<file path="config.mk">
export PLATFORM = sky130hd
export DESIGN_NAME = evt_counter
export DESIGN_NICKNAME = d
export VERILOG_FILES = /design/src/rtl/evt_cnt_pkg.sv /design/src/rtl/evt_cnt_step.sv /design/src/rtl/evt_cnt_next.sv /design/src/rtl/evt_cnt_flags.sv /design/src/rtl/evt_counter.sv
export SDC_FILE = /design/constraint.sdc
export NUM_CORES = 1
export LEC_CHECK = 0
export ABC_CLOCK_PERIOD_IN_PS = 9050
export BUFFER_PORTS_ARGS = -buffer_cell sky130_fd_sc_hd__buf_2
export CAP_MARGIN = 20
export CORE_MARGIN = 2
export CORE_UTILIZATION = 45
export DETAILED_ROUTE_END_ITERATION = 8
export PLACE_DENSITY = 0.69
export SETUP_SLACK_MARGIN = 0.5
export SLEW_MARGIN = 20
export SYNTH_ARGS = -nofsm -noshare
export SYNTH_HDL_FRONTEND = slang
export SYNTH_SLANG_ARGS = --single-unit
</file>
<file path="constraint.sdc">
create_clock -name clk -period 9.05 [get_ports clk]
set_clock_uncertainty 0.05 [all_clocks]
set_input_delay 0.905 -clock clk [delete_from_list [all_inputs] [get_ports clk]]
set_output_delay 0.905 -clock clk [all_outputs]
set_load 0.005 [all_outputs]
</file>
<file path="src/rtl/evt_cnt_pkg.sv">
package evt_cnt_pkg;
  typedef enum logic [1:0] {
    DIR_HOLD = 2'd0,
    DIR_UP   = 2'd1,
    DIR_DOWN = 2'd2
  } cnt_dir_e;
endpackage

</file>
<file path="src/rtl/evt_cnt_step.sv">
module evt_cnt_step #(
  parameter int unsigned W      = 32,
  parameter int unsigned STEP_W = 8,
  parameter bit          DYN    = 1'b0,
  parameter logic [W-1:0] UP_STEP = 2,
  parameter logic [W-1:0] DN_STEP = 2
) (
  input  logic [1:0]             en,
  input  logic [1:0][STEP_W-1:0] dyn_step,
  output logic [1:0][W-1:0]      amt
);
  localparam logic [1:0][W-1:0] FIXED = {DN_STEP, UP_STEP};

  // index 0 = up, index 1 = down
  for (genvar d = 0; d < 2; d++) begin : g_dir
    always_comb begin
      if (!en[d])   amt[d] = '0;
      else if (DYN) amt[d] = W'(dyn_step[d]);
      else          amt[d] = FIXED[d];
    end
  end
endmodule

</file>
<file path="src/rtl/evt_cnt_next.sv">
module evt_cnt_next
  import evt_cnt_pkg::*;
#(
  parameter int unsigned  W     = 32,
  parameter logic [W-1:0] CEIL  = 15,
  parameter logic [W-1:0] FLOOR = 5
) (
  input  logic [W-1:0] cur,
  input  logic [W-1:0] up_amt,
  input  logic [W-1:0] dn_amt,
  input  logic         up_sat,
  input  logic         dn_sat,
  output logic [W-1:0] nxt,
  output logic         ovf,
  output logic         unf,
  output logic         clamp,
  output cnt_dir_e     dir
);
  localparam int unsigned XW = W + 2;

  function automatic logic signed [XW-1:0] widen(input logic [W-1:0] x);
    return $signed({2'b00, x});
  endfunction

  logic signed [XW-1:0] delta;
  logic signed [XW-1:0] sum;

  always_comb begin
    delta = widen(up_amt) - widen(dn_amt);
    sum   = widen(cur) + delta;
    if (delta[XW-1])  dir = DIR_DOWN;
    else if (|delta)  dir = DIR_UP;
    else              dir = DIR_HOLD;

    nxt   = cur;
    ovf   = 1'b0;
    unf   = 1'b0;
    clamp = 1'b0;
    unique case (dir)
      DIR_UP: begin
        if (up_sat && (sum > widen(CEIL))) begin
          clamp = 1'b1;
          nxt   = (cur > CEIL) ? cur : CEIL;
        end else begin
          nxt = sum[W-1:0];
          ovf = !up_sat && sum[W];
        end
      end
      DIR_DOWN: begin
        if (dn_sat && (sum < widen(FLOOR))) begin
          clamp = 1'b1;
          nxt   = (cur < FLOOR) ? cur : FLOOR;
        end else begin
          nxt = sum[W-1:0];
          unf = !dn_sat && sum[XW-1];
        end
      end
      default: nxt = cur;
    endcase
  end
endmodule

</file>
<file path="src/rtl/evt_cnt_flags.sv">
module evt_cnt_flags #(
  parameter int unsigned  W      = 32,
  parameter logic [W-1:0] HI_THR = 10,
  parameter logic [W-1:0] LO_THR = 10
) (
  input  logic [W-1:0] val,
  output logic         hi_flag,
  output logic         lo_flag
);
  always_comb begin
    hi_flag = (val >= HI_THR);
    lo_flag = (val <= LO_THR);
  end
endmodule

</file>
<file path="src/rtl/evt_counter.sv">
module evt_counter
  import evt_cnt_pkg::*;
#(
  parameter int unsigned WIDTH     = 32,
  parameter int unsigned STEP_W    = 8,
  parameter bit          DYN_STEP  = 1'b0,
  parameter int unsigned INC_STEP  = 2,
  parameter int unsigned DEC_STEP  = 2,
  parameter int unsigned INC_CEIL  = 15,
  parameter int unsigned DEC_FLOOR = 5,
  parameter int unsigned INC_THR   = 10,
  parameter int unsigned DEC_THR   = 10
) (
  input  logic              clk,
  input  logic              rst_n,
  input  logic              inc_i,
  input  logic              dec_i,
  input  logic [STEP_W-1:0] inc_step_i,
  input  logic [STEP_W-1:0] dec_step_i,
  input  logic              inc_sat_i,
  input  logic              dec_sat_i,
  input  logic              sw_we_i,
  input  logic [WIDTH-1:0]  sw_wdata_i,
  output logic [WIDTH-1:0]  sw_rdata_o,
  output logic              inc_thr_o,
  output logic              dec_thr_o,
  output logic              ovf_o,
  output logic              unf_o
);
  localparam logic [WIDTH-1:0] UP_STEP_C = WIDTH'(INC_STEP);
  localparam logic [WIDTH-1:0] DN_STEP_C = WIDTH'(DEC_STEP);
  localparam logic [WIDTH-1:0] CEIL_C    = WIDTH'(INC_CEIL);
  localparam logic [WIDTH-1:0] FLOOR_C   = WIDTH'(DEC_FLOOR);
  localparam logic [WIDTH-1:0] HI_THR_C  = WIDTH'(INC_THR);
  localparam logic [WIDTH-1:0] LO_THR_C  = WIDTH'(DEC_THR);

  logic [WIDTH-1:0]      cnt_q;
  logic [1:0][WIDTH-1:0] step_amt;
  logic [WIDTH-1:0]      nxt_val;
  logic                  nxt_ovf;
  logic                  nxt_unf;
  logic                  clamp_hit;
  cnt_dir_e              cnt_dir;

  evt_cnt_step #(
    .W(WIDTH), .STEP_W(STEP_W), .DYN(DYN_STEP),
    .UP_STEP(UP_STEP_C), .DN_STEP(DN_STEP_C)
  ) u_step (
    .en      ({dec_i, inc_i}),
    .dyn_step({dec_step_i, inc_step_i}),
    .amt     (step_amt)
  );

  evt_cnt_next #(
    .W(WIDTH), .CEIL(CEIL_C), .FLOOR(FLOOR_C)
  ) u_next (
    .cur   (cnt_q),
    .up_amt(step_amt[0]),
    .dn_amt(step_amt[1]),
    .up_sat(inc_sat_i),
    .dn_sat(dec_sat_i),
    .nxt   (nxt_val),
    .ovf   (nxt_ovf),
    .unf   (nxt_unf),
    .clamp (clamp_hit),
    .dir   (cnt_dir)
  );

  always_ff @(posedge clk) begin
    if (!rst_n) begin
      cnt_q <= '0;
      ovf_o <= 1'b0;
      unf_o <= 1'b0;
    end else if (sw_we_i) begin
      cnt_q <= sw_wdata_i;
      ovf_o <= 1'b0;
      unf_o <= 1'b0;
    end else begin
      cnt_q <= nxt_val;
      ovf_o <= nxt_ovf;
      unf_o <= nxt_unf;
    end
  end

  evt_cnt_flags #(
    .W(WIDTH), .HI_THR(HI_THR_C), .LO_THR(LO_THR_C)
  ) u_flags (
    .val    (cnt_q),
    .hi_flag(inc_thr_o),
    .lo_flag(dec_thr_o)
  );

  assign sw_rdata_o = cnt_q;
endmodule

</file>
==> results of run 1 <==
flip-flops by register name (all words and copies together) (netlist names):
signal,count
sw_rdata_o,32
ovf_o,1
unf_o,1
worst max-delay path by stage:
stage	from	to	cells after the start
after floorplan	inc_i	sw_rdata_o[19]	24
after detailed placement	inc_i	sw_rdata_o[2]	14
final	inc_i	sw_rdata_o[2]	14
after global placement	inc_i	sw_rdata_o[2]	14
after global routing	inc_i	sw_rdata_o[25]	16
after CTS	inc_i	sw_rdata_o[2]	14
cell families after synthesis:
group	Yosys count
AO/OA/AOI/OAI	254
AND/OR/NAND/NOR	194
buffers and inverters	87
XOR/XNOR	44
flip-flops	34
adder cells (fa/ha/maj)	8
multiplexers	1
worst max-delay path: cells and delay by family:
kind	cells	cell delay [ns]
AO/OA/AOI/OAI	2	0.79
XOR/XNOR	1	0.29
adder cells (fa/ha/maj)	1	0.57
buffers and inverters	2	0.22
multiplexers	1	0.58
AND/OR/NAND/NOR	7	2.68
cell usage after synthesis (4+ instances only):
cell type	instances	area, um^2
and3_1	7	43.8
nand2_1	33	124
a21o_1	12	90.1
nor3_1	23	115
nor2_1	33	124
a22oi_1	6	45.0
and4b_1	9	90.1
or3_1	10	62.6
o31a_1	9	78.8
o211ai_1	37	278
a21oi_1	53	265
o22ai_1	10	62.6
a32oi_1	34	298
inv_1	19	71.3
and3b_1	4	35.0
xnor2_1	30	263
buf_2	20	100
nand4_1	8	50.1
nor2b_1	4	25.0
or2_2	5	31.3
ha_1	8	100
xor2_1	12	105
nand2b_1	7	43.8
o21ai_0	29	145
o21a_1	5	37.5
nor4_1	16	100
nand3_1	11	55.1
clkbuf_1	39	146
dfxtp_1	34	681
o22a_1	4	35.0
and2_1	4	25.0
buf_4	6	45.0
power by group:
group | switching (W) | internal [W]
clock network | 0.0000657 | 0.0000771
registers | 0.0000471 | 0.000164
logic | 0.000159 | 0.000118
total | 0.000271 | 0.000359
final cells by class:
| class | count | area [um^2] | share of cell area |
|---|---|---|---|
| tap | 133 | 166 | 0.0339 |
| clock buffer | 8 | 110 | 0.0224 |
| sequential | 34 | 681 | 0.139 |
| timing repair buffer | 77 | 393 | 0.0800 |
| inverter | 19 | 71.3 | 0.0145 |
| multi-input combinational | 501 | 3490 | 0.711 |
through the flow:
step	instances	hold slack, ns	setup slack, ns	total power (W)	utilization
after global routing	772	0.531	2.78	0.000671	0.502
after global placement	764	0.480	2.83	0.000476	0.491
final	772	0.503	3.09	0.000631	0.502
after detailed placement	764	0.490	2.72	0.000484	0.491
after floorplan	622	0.462	3.49	0.000410	-
after CTS	772	0.503	3.03	0.000628	0.502
layer usage:
| layer | global-route usage | vias up |
|---|---|---|
| li1 | - | 2459 |
| met5 | 0 | - |
| met2 | 0.447 | 250 |
| met1 | 0.351 | 2514 |
| met3 | 0.0501 | 36 |
| met4 | 0.105 | 0 |
==> flow_summary.yaml, run 1 <==
outcome:
  status: "finished, final reports clean"
floorplanning:
  dieWidth_um: 104
  die-area_um2: 10900
  fp-row-count: 36
  die_h_um: 104
  core_um2: 9770
  boundaryPins: 91
  start_util: 0.465
layout:
  fill_cells: 1023
  fin_nets: 701
  drive_above_1_share: 0.172
  areaGrowthSynthToFinish_pct: 8.07
  antenna_cells: 0
  fin_area_um2: 4910
  layout_commonest_cell: "buf_2"
  final_cell_mix: "buf_2, a21oi_1, o211ai_1"
sta:
  tns_ns: 0
  finalCritPeriodShare: 0.658
  slew_violations: 0
  fmax_mhz: 168
  min_period_ns: 5.96
  setup_violations: 0
  tightest_slew_ns: 0.859
  rsz0062_at_grt: "false"
  slew_headroom: 0.422
  hold_viol: 0
global_routing:
  antenna_found_initial: 0
  grt_pass1_wl_um: 24600
  grt_max_degree: 67
  grt_pass1_vias: 4850
  grt_overflow_total: 0
  grt_use_total: 0.272
critical_path:
  path_class: "in -> reg"
  r2r_start: "sw_rdata_o[1]"
  r2r-end: "sw_rdata_o[2]"
  rrSetupSlack_ns: 3.89
  path_cells: "buf_2, inv_1, ha_4, and4b_1, or4_4, xnor2_1, mux4_2, or3_1, nor4_1, and4b_1, nand3_1, o21ai_2, and2_4, o22ai_1"
  slowest_stage: "o21ai_2"
  critPathMaxStageDelay_ns: 0.64
  required_ns: 9.17
  cp-start-kind: "input port"
  end_kind: "register"
  arrival_ns: 6.08
  reg2reg_depth: 12
  crit_top_cell: "and4b_1"
  cp_max_fo: 66
route:
  top_layer: "met4"
  drtIter0Drc: 377
  routed-wl-met2_um: 7210
  vias: 5259
  met3_length_um: 1220
  finalWirelength_um: 15200
  viasPerCell: 6.81
  drc: 0
  m1WireLength_um: 6360
  drtAntennaViolNets: 0
  first_pass_iters: 5
  routedWlPerCell_um: 19.7
clocking:
  ctsResizeCount: 0
  cts_buffers: 5
  cts.sinks: 34
  cts_tree: "done"
  holdBufCountCts: 0
  cts_root_buf: "clkbuf_8"
  clk_pin_slew_ns: 0.08
  cts_setup_buffers: 0
  worstSkewPairLatency_ns: 0.30
  clock_path_buffers: 2
  htree_levels: 2
synth:
  synthCells: 622
  synth-edff-count: 0
  synth_seq_area_share: 0.150
  avgSynthCellArea_um2: 7.31
  synth_cell_types: 79
  synth_top_family_by_area: "compound AO/OA/AOI/OAI gates"
  synth_ff_type: "dfxtp_1"
  yosys.area_share.simple: 0.243
  yosysWarnings: 0
  synth-seq-cells: 34
  synth_compound_area_frac: 0.403
  syn_nets: 685
  synth-async-reset-ratio: 0
  synth_xor_area_frac: 0.0909
  synth_area_um2: 4540
  synth_fa_ha_area_frac: 0.0220
  yosys-mux-area-fraction: 0.00496
placement:
  place_congestion: 0.911
  placed_area_um2: 4800
  dp_hpwl_um: 10700
  port_buffers: 74
job:
  max_cap_viol_count: 0
worst_hold_path:
  hold_end: "sw_rdata_o[1]"
  worstHoldStart: "sw_rdata_o[1]"
  min_path_cells: 2
  min_path_type: "reg -> reg"
pwr:
  ir_drop_mv: 0.0600
  p_leak_nw: 1.89
  p_per_area_nw_per_um2: 128
Note: power is estimated with default switching activity, not from simulation.
==> inputs of run 2 (changes only) <==
--- a/config.mk
+++ b/config.mk
@@ -5,7 +5,7 @@
 export SDC_FILE = /design/constraint.sdc
 export NUM_CORES = 1
 export LEC_CHECK = 0
-export ABC_CLOCK_PERIOD_IN_PS = 9050
+export ABC_CLOCK_PERIOD_IN_PS = 5750
 export BUFFER_PORTS_ARGS = -buffer_cell sky130_fd_sc_hd__buf_2
 export CAP_MARGIN = 20
 export CORE_MARGIN = 2
==> constraint.sdc (replaced) <==
create_clock -name clk -period 5.75 [get_ports clk]
set_clock_uncertainty 0.05 [all_clocks]
set_input_delay 0.575 -clock clk [delete_from_list [all_inputs] [get_ports clk]]
set_output_delay 0.575 -clock clk [all_outputs]
set_load 0.005 [all_outputs]
==> run 2 against run 1 <==
Compared with the run above:
- setup slack got worse by 2.4 ns
- first-iteration DRC count rose by 14%
- hold slack got worse by 0.11 ns
- sequential share of layout area fell by 0.15 points
==> flow_summary.yaml, run 2 (same netlist as run 1, synthesis figures left out) <==
global_routing:
  grt_pass1_wl_um: 24700
  grt_max_degree: 58
  grt_use_total: 0.275
  antenna_found_initial: 0
  grt_pass1_vias: 4802
  grt_overflow_total: 0
pwr:
  p_leak_nw: 1.92
  p_per_area_nw_per_um2: 192
  p_switching_w: 0.000419
  p_clk_frac: 0.187
  seq_power_share: 0.350
  sw_frac_of_total: 0.440
  intPower_w: 0.000534
  ir_drop_mv: 0.0969
  combPwrFrac: 0.463
layout:
  areaGrowthSynthToFinish_pct: 9.25
  fin_area_um2: 4960
  seq_area_um2: 681
  layout_commonest_cell: "buf_2"
  fill_cells: 999
  multi_input_area_um2: 3490
  drive_above_1_share: 0.180
  antenna_cells: 0
  largest_register_ffs: 32
  final_cell_mix: "buf_2, a21oi_1, o211ai_1"
  fin_nets: 713
sta:
  tns_ns: 0
  fmax_mhz: 199
  rsz0062_at_grt: "false"
  finalCritPeriodShare: 0.874
  setup_violations: 0
  hold_viol: 0
  slew_headroom: 0.362
  tightest_slew_ns: 0.948
  slew_violations: 0
  min_period_ns: 5.03
outcome:
  status: "finished, final reports clean"
floorplanning:
  boundaryPins: 91
  start_util: 0.465
  dieWidth_um: 104
  die_h_um: 104
  core_um2: 9770
  fp-row-count: 36
  die-area_um2: 10900
route:
  routedWlPerCell_um: 19.5
  viasPerCell: 6.69
  drtAntennaViolNets: 0
  first_pass_iters: 5
  drtIter0Drc: 431
  finalWirelength_um: 15300
  vias: 5238
  drc: 0
critical_path:
  path_cells: "buf_2, inv_1, ha_1, inv_1, ha_1, and4bb_2, or4_4, xnor2_1, mux4_2, or3_1, nor4_1, and4b_1, nand4_1, a21oi_4, buf_4, a32oi_1, a21oi_1"
  critPathMaxStageDelay_ns: 0.59
  arrival_ns: 5.21
  slowest_stage: "mux4_2"
  end_kind: "register"
  cp-start-kind: "input port"
  worst-path-buf-inv: 4
  crit_family: "simple AND/OR/NAND/NOR gates"
  required_ns: 5.93
  path_class: "in -> reg"
  cp_max_fo: 16
clocking:
  clk_pin_slew_ns: 0.07
  worstSkewPairLatency_ns: 0.30
  clock_path_buffers: 2
  cts_setup_buffers: 0
  cts_buffers: 5
  cts_root_buf: "clkbuf_8"
  htree_levels: 2
  holdBufCountCts: 0
  ctsResizeCount: 0
  cts_tree: "done"
  cts.sinks: 34
job:
  max_cap_viol_count: 0
placement:
  dp_hpwl_um: 11000
  port_buffers: 74
  placed_area_um2: 4890
  place_congestion: 0.936
worst_hold_path:
  min_path_type: "in -> reg"
## run 2: cell type report
type	count	share of cell area
clock buffer	7	0.0154
multi-input combinational	501	0.702
inverter	19	0.0144
tap	133	0.0335
timing repair buffer	89	0.0973
sequential	34	0.137
## run 2: final timing paths
kind	start	to	slack, ns	cells past startpoint
worst max-delay path	inc_i	sw_rdata_o[14]	0.72	17
worst min register to register	sw_rdata_o[1]	sw_rdata_o[1]	0.52	2
worst max register to register	sw_rdata_o[3]	sw_rdata_o[14]	1.08	12
worst min-delay path	dec_sat_i	unf_o	0.40	2
## run 2: power groups by stage
| stage | registers, W | logic, W | clock network [W] |
|---|---|---|---|
| floorplan | 0.000284 | 0.000361 | 0 |
| global placement | 0.000334 | 0.000424 | 0 |
| detailed placement | 0.000336 | 0.000433 | 0 |
| CTS | 0.000330 | 0.000435 | 0.000186 |
| global route | 0.000340 | 0.000484 | 0.000197 |
| finish | 0.000333 | 0.000441 | 0.000178 |
## run 2: per-layer routing
layer	vias up	track usage	wire, um
met5	-	0	0
met1	2488	0.361	6600
met2	250	0.460	7350
met4	0	0.0792	250
li1	2480	-	-
met3	20	0.0476	1090
## run 2: per-stage QoR
| step | power (W) | hold WS, ns | setup WS, ns | util | std cells |
|---|---|---|---|---|---|
| after global routing | 0.00102 | 0.391 | 0.514 | 0.508 | 783 |
| final | 0.000953 | 0.398 | 0.722 | 0.508 | 783 |
| after global placement | 0.000757 | 0.483 | 0.551 | 0.500 | 776 |
| after floorplan | 0.000645 | 0.462 | 0.523 | - | 622 |
| after detailed placement | 0.000769 | 0.500 | 0.468 | 0.500 | 776 |
| after CTS | 0.000952 | 0.394 | 0.781 | 0.508 | 783 |
